==> config.mk <==
export PLATFORM = sky130hd
export DESIGN_NAME = clkcfg_i2c_slave
export DESIGN_NICKNAME = d
export VERILOG_FILES = /design/src/rtl/clkcfg_pkg.sv /design/src/rtl/clkcfg_i2c_sync.sv /design/src/rtl/clkcfg_regbank.sv /design/src/rtl/clkcfg_i2c_slave.sv
export SDC_FILE = /design/constraint.sdc
export NUM_CORES = 1
export LEC_CHECK = 0
export CORE_ASPECT_RATIO = 2
export CORE_MARGIN = 5
export CORE_UTILIZATION = 59
export CTS_BUF_LIST = sky130_fd_sc_hd__clkbuf_2 sky130_fd_sc_hd__clkbuf_4 sky130_fd_sc_hd__clkbuf_8
export DETAILED_ROUTE_END_ITERATION = 10
export HOLD_SLACK_MARGIN = 0.03
export PLACE_DENSITY = 0.9
export SLEW_MARGIN = 20
export SYNTH_ARGS = -nofsm -noshare
export SYNTH_HDL_FRONTEND = slang
export SYNTH_SLANG_ARGS = --single-unit
==> constraint.sdc <==
create_clock -name clk -period 3.67 [get_ports clk]
set_input_delay 0.734 -clock clk [delete_from_list [all_inputs] [get_ports clk]]
set_output_delay 0.734 -clock clk [all_outputs]
set_load 0.05 [all_outputs]
==> src/rtl/clkcfg_pkg.sv <==
package clkcfg_pkg;

    typedef enum logic [2:0] {
        PH_IDLE,
        PH_RX,
        PH_RX_ACK,
        PH_TX,
        PH_TX_ACK,
        PH_IGNORE
    } phase_e;

endpackage

==> src/rtl/clkcfg_i2c_sync.sv <==
module clkcfg_i2c_sync #(
    parameter int STAGES = 2
) (
    input  logic clk,
    input  logic rst_n,
    input  logic scl_i,
    input  logic sda_i,
    output logic scl_o,
    output logic sda_o,
    output logic scl_rise,
    output logic scl_fall,
    output logic start_det,
    output logic stop_det
);

    logic [STAGES-1:0] scl_sh_q, sda_sh_q;
    logic              scl_p_q, sda_p_q;

    always_ff @(posedge clk or negedge rst_n) begin
        if (!rst_n) begin
            scl_sh_q <= '1;
            sda_sh_q <= '1;
            scl_p_q  <= 1'b1;
            sda_p_q  <= 1'b1;
        end else begin
            scl_sh_q <= {scl_sh_q[STAGES-2:0], scl_i};
            sda_sh_q <= {sda_sh_q[STAGES-2:0], sda_i};
            scl_p_q  <= scl_sh_q[STAGES-1];
            sda_p_q  <= sda_sh_q[STAGES-1];
        end
    end

    assign scl_o     = scl_sh_q[STAGES-1];
    assign sda_o     = sda_sh_q[STAGES-1];
    assign scl_rise  = scl_o & ~scl_p_q;
    assign scl_fall  = ~scl_o & scl_p_q;
    assign start_det = scl_o & scl_p_q & sda_p_q & ~sda_o;
    assign stop_det  = scl_o & scl_p_q & ~sda_p_q & sda_o;

endmodule

==> src/rtl/clkcfg_regbank.sv <==
module clkcfg_regbank #(
    parameter int                    NUM_REGS = 6,
    parameter int                    IDXW     = 4,
    parameter logic [NUM_REGS*8-1:0] DEFAULTS = '0
) (
    input  logic                  clk,
    input  logic                  rst_n,
    input  logic                  wr_en,
    input  logic [IDXW-1:0]       wr_idx,
    input  logic [7:0]            wr_data,
    input  logic [IDXW-1:0]       rd_idx,
    output logic [7:0]            rd_data,
    output logic [NUM_REGS*8-1:0] regs_o
);

    logic [7:0] reg_q [NUM_REGS];

    for (genvar g = 0; g < NUM_REGS; g++) begin : g_reg
        always_ff @(posedge clk or negedge rst_n) begin
            if (!rst_n)
                reg_q[g] <= DEFAULTS[g*8 +: 8];
            else if (wr_en && wr_idx == IDXW'(g))
                reg_q[g] <= wr_data;
        end
        assign regs_o[g*8 +: 8] = reg_q[g];
    end

    always_comb begin
        rd_data = 8'hFF;
        for (int i = 0; i < NUM_REGS; i++)
            if (rd_idx == IDXW'(i))
                rd_data = reg_q[i];
    end

    AST_HOLD_WITHOUT_WRITE: assert property (@(posedge clk) disable iff (!rst_n)
        !wr_en |=> $stable(regs_o));

endmodule

==> src/rtl/clkcfg_i2c_slave.sv <==
module clkcfg_i2c_slave
    import clkcfg_pkg::*;
#(
    parameter int                    NUM_REGS   = 6,
    parameter logic [6:0]            DEV_ADDR   = 7'h69,
    parameter int                    HDR_BYTES  = 2,
    parameter int                    SYNC_STAGES = 2,
    parameter logic [NUM_REGS*8-1:0] DEFAULTS   = 48'hA5_3C_FF_7E_F0_12
) (
    input  logic                  clk,
    input  logic                  rst_n,
    input  logic                  scl_i,
    input  logic                  sda_i,
    output logic                  sda_oe,
    output logic [NUM_REGS*8-1:0] cfg_o
);

    localparam int IDXW    = $clog2(NUM_REGS + HDR_BYTES + 1);
    localparam int CNT_MAX = NUM_REGS + HDR_BYTES;

    typedef struct packed {
        phase_e          phase;
        logic [3:0]      bitcnt;
        logic [7:0]      shreg;
        logic            is_addr;
        logic            rd_mode;
        logic [IDXW-1:0] cnt;
        logic            sda_oe;
        logic            host_ack;
    } state_t;

    state_t s_d, s_q;

    logic scl_s, sda_s, scl_rise, scl_fall, start_det, stop_det;
    logic            wr_en;
    logic [IDXW-1:0] wr_idx, rd_idx, data_idx;
    logic [7:0]      rd_data, tx_byte;

    clkcfg_i2c_sync #(.STAGES(SYNC_STAGES)) u_sync (
        .clk       (clk),
        .rst_n     (rst_n),
        .scl_i     (scl_i),
        .sda_i     (sda_i),
        .scl_o     (scl_s),
        .sda_o     (sda_s),
        .scl_rise  (scl_rise),
        .scl_fall  (scl_fall),
        .start_det (start_det),
        .stop_det  (stop_det)
    );

    assign rd_idx   = s_q.cnt - IDXW'(1);
    assign data_idx = s_q.cnt - IDXW'(HDR_BYTES);
    assign tx_byte  = (s_q.cnt == '0) ? 8'(NUM_REGS) : rd_data;

    always_comb begin
        s_d     = s_q;
        wr_en   = 1'b0;
        wr_idx  = data_idx;
        if (stop_det) begin
            s_d.phase  = PH_IDLE;
            s_d.sda_oe = 1'b0;
        end else if (start_det) begin
            s_d.phase   = PH_RX;
            s_d.bitcnt  = '0;
            s_d.is_addr = 1'b1;
            s_d.rd_mode = 1'b0;
            s_d.cnt     = '0;
            s_d.sda_oe  = 1'b0;
        end else begin
            unique case (s_q.phase)
                PH_RX: begin
                    if (scl_rise && s_q.bitcnt != 4'd8) begin
                        s_d.shreg  = {s_q.shreg[6:0], sda_s};
                        s_d.bitcnt = s_q.bitcnt + 4'd1;
                    end else if (scl_fall && s_q.bitcnt == 4'd8) begin
                        if (s_q.is_addr) begin
                            if (s_q.shreg[7:1] == DEV_ADDR) begin
                                s_d.phase   = PH_RX_ACK;
                                s_d.sda_oe  = 1'b1;
                                s_d.rd_mode = s_q.shreg[0];
                                s_d.is_addr = 1'b0;
                                s_d.cnt     = '0;
                            end else begin
                                s_d.phase = PH_IGNORE;
                            end
                        end else begin
                            s_d.phase  = PH_RX_ACK;
                            s_d.sda_oe = 1'b1;
                            if (s_q.cnt >= IDXW'(HDR_BYTES) && data_idx < IDXW'(NUM_REGS))
                                wr_en = 1'b1;
                            if (s_q.cnt != IDXW'(CNT_MAX))
                                s_d.cnt = s_q.cnt + IDXW'(1);
                        end
                    end
                end
                PH_RX_ACK: begin
                    if (scl_fall) begin
                        s_d.bitcnt = '0;
                        if (s_q.rd_mode) begin
                            s_d.phase  = PH_TX;
                            s_d.shreg  = tx_byte;
                            s_d.sda_oe = ~tx_byte[7];
                            if (s_q.cnt != IDXW'(CNT_MAX))
                                s_d.cnt = s_q.cnt + IDXW'(1);
                        end else begin
                            s_d.phase  = PH_RX;
                            s_d.sda_oe = 1'b0;
                        end
                    end
                end
                PH_TX: begin
                    if (scl_fall) begin
                        if (s_q.bitcnt == 4'd7) begin
                            s_d.phase  = PH_TX_ACK;
                            s_d.sda_oe = 1'b0;
                        end else begin
                            s_d.shreg  = {s_q.shreg[6:0], 1'b1};
                            s_d.bitcnt = s_q.bitcnt + 4'd1;
                            s_d.sda_oe = ~s_q.shreg[6];
                        end
                    end
                end
                PH_TX_ACK: begin
                    if (scl_rise) begin
                        s_d.host_ack = ~sda_s;
                    end else if (scl_fall) begin
                        if (s_q.host_ack) begin
                            s_d.phase  = PH_TX;
                            s_d.bitcnt = '0;
                            s_d.shreg  = tx_byte;
                            s_d.sda_oe = ~tx_byte[7];
                            if (s_q.cnt != IDXW'(CNT_MAX))
                                s_d.cnt = s_q.cnt + IDXW'(1);
                        end else begin
                            s_d.phase = PH_IGNORE;
                        end
                    end
                end
                default: ;
            endcase
        end
    end

    always_ff @(posedge clk or negedge rst_n) begin
        if (!rst_n) begin
            s_q          <= '0;
            s_q.phase    <= PH_IDLE;
            s_q.shreg    <= 8'hFF;
        end else begin
            s_q <= s_d;
        end
    end

    clkcfg_regbank #(
        .NUM_REGS (NUM_REGS),
        .IDXW     (IDXW),
        .DEFAULTS (DEFAULTS)
    ) u_regs (
        .clk     (clk),
        .rst_n   (rst_n),
        .wr_en   (wr_en),
        .wr_idx  (wr_idx),
        .wr_data (s_q.shreg),
        .rd_idx  (rd_idx),
        .rd_data (rd_data),
        .regs_o  (cfg_o)
    );

    assign sda_oe = s_q.sda_oe;

    AST_DRIVE_ON_LOW: assert property (@(posedge clk) disable iff (!rst_n)
        (s_d.sda_oe != s_q.sda_oe) |-> !scl_s);
    AST_STOP_FREES_BUS: assert property (@(posedge clk) disable iff (!rst_n)
        stop_det |=> (!sda_oe && s_q.phase == PH_IDLE));
    AST_START_REARMS: assert property (@(posedge clk) disable iff (!rst_n)
        (start_det && !stop_det) |=> (s_q.phase == PH_RX && s_q.is_addr && s_q.bitcnt == '0));
    AST_IGNORE_SILENT: assert property (@(posedge clk) disable iff (!rst_n)
        (s_q.phase == PH_IGNORE || s_q.phase == PH_IDLE) |-> !sda_oe);
    AST_WRITE_IN_RANGE: assert property (@(posedge clk) disable iff (!rst_n)
        wr_en |-> (wr_idx < IDXW'(NUM_REGS) && !s_q.rd_mode));
    AST_BITCNT_BOUND: assert property (@(posedge clk) disable iff (!rst_n)
        s_q.bitcnt <= 4'd8);

endmodule

* Word level (Yosys, flattened, before mapping)
Cells that the tools add are included.
** Operators by class
- Mux-type cells :: 51
- Magnitude comparators :: 2
- Bitwise logic cells :: 15
- Add/sub/neg operators :: 4
- Reductions and logical operators :: 28
- Eq/ne operators :: 48
** Operator list (number)
- two-way mux 8 bit :: 8
- two-way mux 15 bit :: 4
- case mux 15 bit (4 select lines) :: 1
- inequality test 4 bit (second input constant) :: 11
- two-way mux 12 bit :: 3
- two-way mux 7 bit :: 5
- inequality test 3 bit (second input constant) :: 10
- two-way mux 5 bit :: 5
- two-way mux 3 bit :: 7
- == test 4 x 3 -> 1 bit (second input constant) :: 5
- inequality test 2 bit (second input constant) :: 9
- AND reduction 9 bit :: 2
- == test 4 x 2 -> 1 bit (second input constant) :: 4
- zero test 4 bit :: 3
- case mux 4 bit (3 select lines) :: 1
- two-way mux 1 bit :: 11
- AND reduction 11 bit :: 1
- AND reduction 10 bit :: 1
- logical AND 1 bit :: 9
- adder 4 x 1 -> 4 bit (second input constant) :: 2
- == test 4 x 1 -> 1 bit (second input constant) :: 2
- two-way mux 4 bit :: 2
- NOT 1 bit :: 8
- AND reduction 4 bit :: 2
- other kinds (19) :: 32
** Word-level totals
- Flip-flop bits (word level) :: 77
- Output and inout bits :: 49
- Logic and storage cells :: 166
- Input port bits :: 4

* Depth between registers and ports, before layout
Gate-level depths: netlist (run 1).
- Depth after elaboration :: 16
- Mapped depth :: 10
- Mapped depth without buffers :: 8

* Cells and area by module
Synthesis (run 1) repeated with hierarchy kept, for this count alone.
** Unflattened totals
- Cell total of the unflattened synthesis :: 388
- Area total of the unflattened synthesis :: 4356.7 µm²
** By module, submodules not included
- clkcfg_regbank :: times used 1, cells an instance 162, area each 2314.7 µm², seq. area each 1236.2 µm²
- clkcfg_i2c_slave :: times used 1, cells an instance 216, area each 1851.8 µm², seq. area each 585.6 µm²
- clkcfg_i2c_sync :: times used 1, cells an instance 10, area each 190.2 µm², seq. area each 157.7 µm²

* Worst setup path before layout (run 1)
Ideal clock, no wire load.
- Path type :: reg2reg
- Start :: register s_q[4] (netlist bit)
- End :: register u_regs.reg_q, in the netlist u_regs.regs_o[0]
- Path buffers :: 1
- Setup time :: 125 ps
- Arrival :: 2461 ps
- Clock period less this slack :: 2586 ps
- Stages on the path, launching flop included :: 10
- Path slack :: 1084 ps
- Required time :: 3545 ps
- Cell sequence :: dfrtp_1 > clkbuf_1 > clkinv_1 > ha_1 > inv_1 > a211oi_2 > nand4_4 > nor2_8 > nand2_8 > mux2_4
** Between the ends
- Longest elaborated chain between the ends :: 11
- Elaborated cells on any way between the ends :: 13
- Those cells by class :: add/sub (1); order compare (2); mux (7); reduce/logical (3)
** Ends and longest elaborated chain
- from (decl) :: RTL line clkcfg_i2c_slave.sv:32 : state_t s_d, s_q;
- subtractor 4 x 2 -> 4 bit :: RTL line clkcfg_i2c_slave.sv:53 : assign data_idx = s_q.cnt - IDXW'(HDR_BYTES);
- less-than comparator 4 x 3 -> 1 bit :: RTL line clkcfg_i2c_slave.sv:90 : if (s_q.cnt >= IDXW'(HDR_BYTES) && data_idx < IDXW'(NUM_REGS))
- logical AND 1 bit :: RTL line clkcfg_i2c_slave.sv:90
- two-way mux 1 bit :: RTL line clkcfg_i2c_slave.sv:90
- two-way mux 1 bit :: RTL line clkcfg_i2c_slave.sv:77 : if (s_q.is_addr) begin
- two-way mux 1 bit :: RTL line clkcfg_i2c_slave.sv:76 : end else if (scl_fall && s_q.bitcnt == 4'd8) begin
- two-way mux 1 bit :: RTL line clkcfg_i2c_slave.sv:73 : if (scl_rise && s_q.bitcnt != 4'd8) begin
- two-way mux 1 bit :: RTL line clkcfg_i2c_slave.sv:71 : unique case (s_q.phase)
- two-way mux 1 bit :: RTL line clkcfg_i2c_slave.sv:63 : end else if (start_det) begin
- two-way mux 1 bit :: RTL line clkcfg_i2c_slave.sv:60 : if (stop_det) begin
- logical AND 1 bit * :: RTL line clkcfg_regbank.sv:22 : else if (wr_en && wr_idx == IDXW'(g))
- to (signal, indexed assignment) :: RTL line clkcfg_regbank.sv:21 : reg_q[g] <= DEFAULTS[g*8 +: 8];
- to (signal, indexed assignment) :: RTL line clkcfg_regbank.sv:23 : reg_q[g] <= wr_data;
- to (decl) :: RTL line clkcfg_regbank.sv:16 : logic [7:0] reg_q [NUM_REGS];
Every way passes the cells marked *; elsewhere a longest branch is shown, timed or not.
A chain may end at the register's enable or synchronous reset.

* Worst setup path in the final report (run 1)
- Start :: register s_q[2] (netlist bit)
- End :: register s_q[12] (netlist bit)
** Between the ends
- Longest elaborated chain between the ends :: 13
- Elaborated cells on any way between the ends :: 21
- Those cells by class :: add/sub (1); eq/ne (5); mux (13); reduce/logical (2)
** Ends and longest elaborated chain
- subtractor 4 x 1 -> 4 bit :: RTL line clkcfg_i2c_slave.sv:52 : assign rd_idx = s_q.cnt - IDXW'(1);
- zero test 4 bit :: RTL line clkcfg_regbank.sv:31 : if (rd_idx == IDXW'(i))
- two-way mux 8 bit (6 in a row) :: RTL line clkcfg_regbank.sv:31
- two-way mux 8 bit * :: RTL line clkcfg_i2c_slave.sv:54 : assign tx_byte = (s_q.cnt == '0) ? 8'(NUM_REGS) : rd_data;
- two-way mux 12 bit :: RTL line clkcfg_i2c_slave.sv:128 : if (s_q.host_ack) begin
- two-way mux 15 bit :: RTL line clkcfg_i2c_slave.sv:127 : end else if (scl_fall) begin
- two-way mux 15 bit :: RTL line clkcfg_i2c_slave.sv:125 : if (scl_rise) begin
- case mux 15 bit (4 select lines) * :: RTL line clkcfg_i2c_slave.sv:71
Every way passes the cells marked *; elsewhere a longest branch is shown, timed or not. The select of a mux whose other input is x is not followed.

==> results_dict.tcl, run 1 <==
set metrics [dict create \
    outcome "finished clean" \
    peakVddDrop_uv 394.2 \
    netlist_instances 449 \
    swShare_pct 40.12 \
    initial_core_util_pct 59.41 \
    post-place-cells 571 \
    crit_path_frequent_cell "o21ai_0" \
    tightest_slew_ps 939.6 \
    cp-start-kind "register" \
    clk_root_buffer_cell "clkbuf_8" \
    ys_seq_area_share_pct 42.56 \
    reg2reg_depth 9 \
    multi_input_area_sq_mm 0.002469 \
    p_switching_w 0.001381 \
    powerDensity_mw_per_mm2 628.5 \
    layout.cells.non_filler 587 \
    rsz0062_at_grt "no" \
    synth_area_sq_mm 0.004651 \
    cts_buffer_depth 2 \
    finalHoldViolations 0 \
    synth-async-reset-ratio_pct 100.0 \
    path_cells "inv_1 > ha_1 > buf_4 > nor2_1 > a221oi_1 > o21ai_0 > o211ai_1 > a22oi_1 > o21ai_0" \
    crit_slowest_cell "ha_1" \
    dieArea_sq_mm 0.009866 \
    relSlewSlack_pct 37.36 \
    die_x_um 72.78 \
    cts_resized 0 \
    grt_pass1_vias 3708 \
    track_usage_pct 25.32 \
    holdPathEnd "u_sync.scl_sh_q[1]$_DFF_PN1_" \
    seqPwrFrac_pct 33.6 \
    syn_to_final_growth_pct 17.78 \
    cts.sinks 77 \
    cp_slowest_stage_delay_ps 510 \
    p_clk_share_pct 26.9 \
    ys.flop_type "dfstp_2" \
    gr-total-overflow 0 \
    leakagePower_nw 2.305 \
    routed_wl_um 11800 \
    clock_skew_ps 14.48 \
    yosys_warnings 0 \
    hp-start "u_sync.scl_sh_q[0]$_DFF_PN1_" \
    fin_crit_sh_pct 74.50 \
    path_class "register to register" \
    drive_gt1_share_pct 26.27 \
    fp.coreArea_sq_mm 0.007828 \
    place_hpwl_um 7952 \
    drtIter0Drc 454 \
    io_pins 53 \
    r2r_end "s_q[12]$_DFFE_PN1P_" \
    rows 46 \
    grt_max_degree 78 \
    synth-edff-count 0 \
    cts_buffers 9 \
    hold_path_depth 0 \
    syn-mean-instance-area_sq_um 10.36 \
    ant_nets 0 \
    synth-seq-cells 77 \
    final-max-slew-violation-count 0 \
    antennaDiodeCount 0 \
    die_h_um 135.6 \
    io_buffers 52 \
    cts.clk_slew.worst_paths_ps 80 \
    hold_buffers 0 \
    viasPerCell 6.296 \
    grt_antenna_before_repair 0 \
    fill_cells 569 \
    drt-pass1-iter-count 5 \
    tns_ps 0 \
    place.gp.congestion 0.8927 \
    finalSetupViolCount 0 \
    p_int_w 0.002062 \
    min_period_ps 2734 \
    fmax_mhz 365.7 \
    clk_latency_ps 380 \
    r2r-start "s_q[2]$_DFFE_PN0P_" \
    synth_fp_nets 464 \
    ctsHtreeMaxLevel 3 \
    worst_setup_path_end_kind "register" \
    synthDistinctLibCells 66 \
    drv_cap 0 \
    layout.nets 501 \
    cts_tree "done" \
    seq_area_sq_mm 0.001979 \
    crit_arrival_ps 3030 \
    route.detailed.drc 0 \
    required_ps 3970 \
    grt_pass1_wl_um 19130 \
    cts_setup_buffers 0 \
    wire_per_inst_um 20.09 \
    hold_path.class "register to register" \
    cp_max_fo 16 \
    reg2reg_setup_slack_ps 940 \
    comb_power_share_pct 39.5 \
    vias 3696 \
]
## sequential cells by signal (all words and copies together) (netlist names)
name / cells
u_sync.sda_p_q: 1
u_sync.scl_p_q: 1
u_regs.regs_o: 48
s_q: 22
sda_oe: 1
u_sync.scl_sh_q: 2
u_sync.sda_sh_q: 2
## worst max-delay path by stage
stage,start,end
3_3_place_gp,s_q[3]$_DFFE_PN0P_,sda_oe$_DFFE_PN0P_
5_1_grt,s_q[2]$_DFFE_PN0P_,s_q[12]$_DFFE_PN1P_
6_report,s_q[2]$_DFFE_PN0P_,s_q[12]$_DFFE_PN1P_
3_5_place_dp,s_q[4]$_DFFE_PN0P_,u_regs.regs_o[8]$_DFFE_PN0P_
2_1_floorplan,s_q[4]$_DFFE_PN0P_,u_regs.regs_o[0]$_DFFE_PN0P_
4_1_cts,s_q[2]$_DFFE_PN0P_,s_q[12]$_DFFE_PN1P_
## final cells by class
type                    count  share of cell area [%]
clock buffers              10                   2.398
inverters                  21                   1.439
repair buffers             55                   9.868
well taps                  96                   2.193
clock inverters             6                   2.901
flip-flops and latches     77                   36.14
multi-input cells         322                   45.07
## power groups by stage
stage	combinational, W	sequential, W	clock (W)
6_report	0.00136	0.00116	0.000926
5_1_grt	0.00148	0.00118	0.000965
4_1_cts	0.00134	0.00115	0.000931
3_5_place_dp	0.00131	0.00117	0
3_3_place_gp	0.00127	0.00116	0
2_1_floorplan	0.00111	0.00104	0
## worst max-delay path, delay by kind of cell (launching register included)
kind                       cells  cell delay, ps
and+or+nand+nor                1              80
adders and majority gates      1             510
buffers and inverters          2             470
AOI/OAI and AO/OA              5            1130
DFF                            1             460
## logic make-up (layout without fill, tap and decap cells)
family          Yosys count  in the layout  share of synthesized area, %
fa+ha+maj                11             11                         2.959
buf+inv                  50             92                         4.358
flops                    77             77                         42.56
compound gates          114            114                         17.30
mux                      49             49                         14.42
xor+xnor                  5              5                        0.9416
simple gates            143            143                         17.46
## layout by cell type, fill, tap and decap left out, types with 5 or more instances in the layout
cell type	count
o21ai_0	30
nand2b_1	7
inv_1	20
bufinv_16	5
mux2_2	16
a31oi_1	5
o22ai_1	5
nor2_1	31
clkdlybuf4s50_1	51
o31ai_1	7
nor3_1	5
dfstp_2	42
a221oi_1	7
ha_1	11
nand2_1	44
nand3_1	8
dfrtp_1	35
mux2_4	32
nor3b_1	6
a21oi_1	20
a211oi_1	5
clkbuf_8	9
nor2b_1	14
o211ai_1	5
## synthesized netlist by cell type (6+ instances only)
cell type | number | share of area, %
nand2b_1 | 7 | 0.94
nor2b_1 | 14 | 1.9
mux2_4 | 32 | 10
o31ai_1 | 7 | 1.1
mux2_2 | 16 | 3.9
clkbuf_1 | 17 | 1.4
inv_1 | 20 | 1.6
a21oi_1 | 20 | 2.2
nand3_1 | 8 | 0.86
o21ai_0 | 30 | 3.2
nor2_1 | 31 | 2.5
buf_2 | 9 | 0.97
nor3b_1 | 6 | 0.97
dfrtp_1 | 35 | 19
dfstp_2 | 42 | 24
a221oi_1 | 7 | 1.3
nand2_1 | 44 | 3.6
ha_1 | 11 | 3.0
## layer usage
layer	GRT usage, %	share of wire, %	up-vias
met3	6.092	5.7	39
met1	31.05	40	1812
met5	0	0	-
met4	12.73	3.8	0
met2	40.79	50	158
li1	-	-	1687
## metrics by stage
stage | hold slack, ps | cell area, sq um | setup WS (ps) | util, % | total power, W
5_1_grt | 364.5 | 5478 | 801.7 | 69.98 | 0.003620
4_1_cts | 357.7 | 5478 | 1047 | 69.98 | 0.003419
3_5_place_dp | 346.8 | 5187 | 1125 | 66.27 | 0.002473
3_3_place_gp | 345.7 | 5187 | 1174 | 66.27 | 0.002436
6_report | 356.7 | 5478 | 935.8 | 69.98 | 0.003443
2_1_floorplan | 345.2 | 4651 | 1084 | - | 0.002152
Note: power is estimated with default switching activity, not from simulation.
==> run 2: changes to the inputs <==
clock period = 2.55 ns   (was 3.67 ns; I/O delays follow)
==> results_dict.tcl, run 2 (synthesis gave the netlist of run 1 again) <==
set metrics [dict create \
    crit_slowest_cell "ha_1" \
    leakagePower_nw 2.344 \
    multi_input_area_sq_mm 0.002469 \
    cts_buffer_depth 2 \
    syn_to_final_growth_pct 18.56 \
    cts.sinks 77 \
    drt-pass1-iter-count 5 \
    place_ws_ps 263.6 \
    final-max-slew-violation-count 0 \
    hold_buffers 0 \
    drtIter0Drc 638 \
    route.detailed.drc 0 \
    clk_latency_ps 370 \
    fill_cells 587 \
    outcome "finished clean" \
    grt_pass1_wl_um 19840 \
    place.gp.congestion 0.9824 \
    required_ps 2830 \
    peakVddDrop_uv 461.2 \
    cts_resized 0 \
    die_x_um 72.78 \
    hold_path.class "input pin to async pin" \
    powerDensity_mw_per_mm2 856.0 \
    cp-startpoint "s_q[3]$_DFFE_PN0P_" \
    dieArea_sq_mm 0.009866 \
    cts_buffers 9 \
    largest_reg_flops 48 \
    cp-start-kind "register" \
    cp_max_fo 7 \
    layout.nets 518 \
    crit_buf_inv 2 \
    tns_ps 0 \
    io_buffers 52 \
    drv_cap 0 \
    wire_per_inst_um 19.77 \
    tightest_slew_ps 951.6 \
    relSlewSlack_pct 36.56 \
    cp_slowest_stage_delay_ps 420 \
    min_period_ps 2403 \
    track_usage_pct 26.06 \
    finalSetupViolCount 0 \
    viasPerCell 6.346 \
    timing.hold.ws_ps 249.2 \
    grt_max_degree 78 \
    reg2reg_setup_slack_ps 150 \
    clk_root_buffer_cell "clkbuf_8" \
    reg2reg_depth 9 \
    fmax_mhz 416.1 \
    r2r_end "s_q[9]$_DFFE_PN1P_" \
    gr-total-overflow 0 \
    io_pins 53 \
    ctsHtreeMaxLevel 3 \
    rsz0062_at_grt "no" \
    fp.coreArea_sq_mm 0.007828 \
    finalHoldViolations 0 \
    seq_area_sq_mm 0.001979 \
    place_hpwl_um 8516 \
    finalPower_w 0.004720 \
    clock_skew_ps 11.40 \
    crit_arrival_ps 2690 \
    antennaDiodeCount 0 \
    rows 46 \
    r2r-start "s_q[3]$_DFFE_PN0P_" \
    grt_pass1_vias 3925 \
    routed_wl_um 11940 \
    cts_setup_buffers 0 \
    cts_tree "done" \
    drive_gt1_share_pct 28.94 \
    grt_antenna_before_repair 0 \
    fin_ws_ps 146.6 \
    ant_nets 0 \
    initial_core_util_pct 59.41 \
    path_class "register to register" \
    worst_setup_path_end_kind "register" \
    vias 3833 \
    mostFrequentLayoutCells "51 x clkdlybuf4s50_1, 44 x nand2_1, 42 x dfstp_2" \
    cts.clk_slew.worst_paths_ps 80 \
    fin_crit_sh_pct 94.25 \
    path_cells "inv_1 > ha_1 > buf_4 > nor3b_1 > o31ai_1 > a21oi_1 > a21oi_1 > a211oi_1 > o31ai_1" \
    die_h_um 135.6 \
    final_common_cell "clkdlybuf4s50_1" \
    worst_path_dominant_cell_family "compound AO/OA/AOI/OAI gates" \
]
==> run 2: cell count changes in the layout (fill, tap and decap cells not counted) <==
cell        change
buf_4          +17
bufinv_16       -4
clkbuf_4        +1
clkinv_1        -1
clkinv_2        +2
clkinv_4        -1
clkinvlp_4      +2
inv_6           +1
==> run 2: how the worst max path moves through the flow <==
stage / endpoint / depth (start not counted)
5_1_grt: s_q[9]$_DFFE_PN1P_ / 9
3_5_place_dp: s_q[9]$_DFFE_PN1P_ / 9
4_1_cts: s_q[9]$_DFFE_PN1P_ / 9
6_report: s_q[9]$_DFFE_PN1P_ / 9
3_3_place_gp: u_regs.regs_o[11]$_DFFE_PN0P_ / 8
2_1_floorplan: u_regs.regs_o[0]$_DFFE_PN0P_ / 9
==> run 2: layout make-up <==
cell class / count / share of cell area, %
clock buffer: 11 / 2.519
clock inverter: 5 / 1.066
multi-input combinational: 322 / 44.77
tap: 96 / 2.178
sequential: 77 / 35.90
timing repair buffer: 72 / 12.12
inverter: 21 / 1.452
==> run 2: per-stage QoR <==
step | instance area [sq um] | utilization, % | cells
2_1_floorplan | 4652 | - | 449
3_3_place_gp | 5316 | 67.92 | 588
3_5_place_dp | 5316 | 67.92 | 588
4_1_cts | 5514 | 70.44 | 604
5_1_grt | 5514 | 70.44 | 604
6_report | 5514 | 70.44 | 604
==> run 2: metal layers <==
metal | vias to the layer above | share of wire [%] | global-route usage (%)
met5 | - | 0 | 0
met4 | 0 | 5.2 | 14.58
met1 | 1819 | 39 | 32.74
li1 | 1717 | - | -
met3 | 63 | 7.7 | 5.721
met2 | 234 | 48 | 40.85
==> run 2: where the power goes <==
group          total (W)  internal (W)  switching (W)
clock           0.000935      0.000476       0.000459
combinational    0.00221      0.000884        0.00133
sequential       0.00157       0.00137       0.000203
==> run 3: changes to the inputs <==
CORE_MARGIN = 4   (was 5)
TNS_END_PERCENT = 20   (was unset)
clock period = 2.6 ns   (was 2.55 ns; I/O delays follow)
==> results_dict.tcl, run 3 (synthesis gave the netlist of run 1 again) <==
set metrics [dict create \
    outcome "finished clean" \
    powerDensity_mw_per_mm2 862.8 \
    cp_max_fo 16 \
    drive_gt1_share_pct 29.27 \
    grt_pass1_wl_um 20610 \
    antennaDiodeCount 0 \
    route.detailed.drc 0 \
    crit_arrival_ps 2730 \
    clock_skew_ps 6.246 \
    p_switching_w 0.001981 \
    peakVddDrop_uv 655.8 \
    place.gp.congestion 0.9907 \
    comb_power_share_pct 44.8 \
    swShare_pct 41.24 \
    initial_core_util_pct 60.74 \
    path_class "register to register" \
    gr-total-overflow 0 \
    drt-pass1-iter-count 5 \
    leakagePower_nw 2.368 \
    cts_resized 0 \
    final-max-slew-violation-count 0 \
    worst_setup_path_end_kind "register" \
    grt-busiest-layer "met2" \
    die_x_um 70.78 \
    seqPwrFrac_pct 32.4 \
    fmax_mhz 411.5 \
    cts_tree "done" \
    die_h_um 133.6 \
    layout.nets 519 \
    largest_reg_flops 48 \
    final_common_cell "clkdlybuf4s50_1" \
    grt_use_met3_pct 5.287 \
    cp-start-kind "register" \
    ctsHtreeMaxLevel 3 \
    finalSetupViolCount 0 \
    fin_crit_sh_pct 93.46 \
    fp.coreArea_sq_mm 0.007657 \
    clk_latency_ps 370 \
    min_period_ps 2430 \
    finalHoldViolations 0 \
    required_ps 2900 \
    tightest_slew_ps 702.7 \
    place_hpwl_um 9534 \
    drv_cap 0 \
    mostFrequentLayoutCells "51 x clkdlybuf4s50_1, 44 x nand2_1, 42 x dfstp_2" \
    grt_use_met2_pct 49.53 \
    track_usage_pct 28.15 \
    io_buffers 52 \
    routed_wl_um 12910 \
    hold_path.class "input pin to async pin" \
    relSlewSlack_pct 52.82 \
    viasPerCell 6.398 \
    post-place-cells 587 \
    ant_nets 0 \
    drtIter0Drc 350 \
    cts_buffers 9 \
    stdcell_area_sq_mm 0.005567 \
    rows 45 \
    cts.sinks 77 \
    io_pins 53 \
    cts.clk_slew.worst_paths_ps 80 \
    vias 3858 \
    cts_buffer_depth 2 \
    clk_root_buffer_cell "clkbuf_8" \
    p_clk_share_pct 22.8 \
    grt_antenna_before_repair 0 \
    wire_per_inst_um 21.41 \
    tns_ps 0 \
    grt_pass1_vias 4044 \
    grt_use_met1_pct 29.52 \
    layout.cells.non_filler 603 \
    cts_setup_buffers 0 \
    hold_buffers 0 \
    place_area_sq_mm 0.005320 \
    rsz0062_at_grt "no" \
    dieArea_sq_mm 0.009453 \
    syn_to_final_growth_pct 19.69 \
    grt_max_degree 41 \
    p_int_w 0.002822 \
]
==> run 3: stage by stage <==
step                      utilization, %  total power (W)  hold slack (ps)  setup WS (ps)
after floorplan                        -         0.003038            224.4          13.85
after global placement             69.48         0.003577            345.9          273.3
after detailed placement           69.48         0.003642            349.5          125.2
after CTS                          72.65         0.004768            111.4          94.92
after global routing               72.70         0.005074            144.8          3.614
final                              72.70         0.004803            110.0          170.0
==> run 3: power by group through the flow <==
| stage | sequential, W | combinational [W] | clock, W |
|---|---|---|---|
| 2_1_floorplan | 0.00147 | 0.00157 | 0 |
| 3_3_place_gp | 0.00156 | 0.00202 | 0 |
| 3_5_place_dp | 0.00156 | 0.00208 | 0 |
| 4_1_cts | 0.00154 | 0.00211 | 0.00111 |
| 5_1_grt | 0.00157 | 0.00234 | 0.00117 |
| 6_report | 0.00156 | 0.00215 | 0.00110 |
==> run 3: path summary, 6_finish.rpt <==
path	from	to	slack [ps]	cells after the start
min in group clk	u_sync.scl_sh_q[0]$_DFF_PN1_	u_sync.scl_sh_q[1]$_DFF_PN1_	360	0
hold / removal	rst_n	s_q[19]$_DFFE_PN0P_	110	1
setup / recovery	s_q[2]$_DFFE_PN0P_	s_q[11]$_DFFE_PN1P_	170	9
hold reg to reg	u_sync.scl_sh_q[0]$_DFF_PN1_	u_sync.scl_sh_q[1]$_DFF_PN1_	360	0
max in group asynchronous	rst_n	u_regs.regs_o[13]$_DFFE_PN1P_	1750	2
setup reg to reg	s_q[2]$_DFFE_PN0P_	s_q[11]$_DFFE_PN1P_	170	9
==> run 3: area by class of cell <==
| class | count | area (sq um) |
|---|---|---|
| clock inverter | 6 | 111.4 |
| timing repair buffer | 73 | 675.6 |
| clock buffer | 10 | 131.4 |
| sequential | 77 | 1981 |
| tap | 94 | 117.6 |
| fill | 587 | 2091 |
| inverter | 21 | 78.83 |
| multi-input combinational | 322 | 2471 |
==> run 3: critical path, stage by stage, from the launching register on <==
cell      delay, ps
dfrtp_1         470
inv_1           170
ha_1            400
buf_4           280
nor2_1           80
a221oi_1        340
o21ai_0         170
o211ai_1        200
a22oi_1          90
o21ai_0         170
==> run 3: layer usage <==
metal | up-vias | routed length, um
li1 | 1717 | -
met3 | 76 | 604
met2 | 163 | 6840
met5 | - | 0
met1 | 1902 | 4554
met4 | 0 | 910
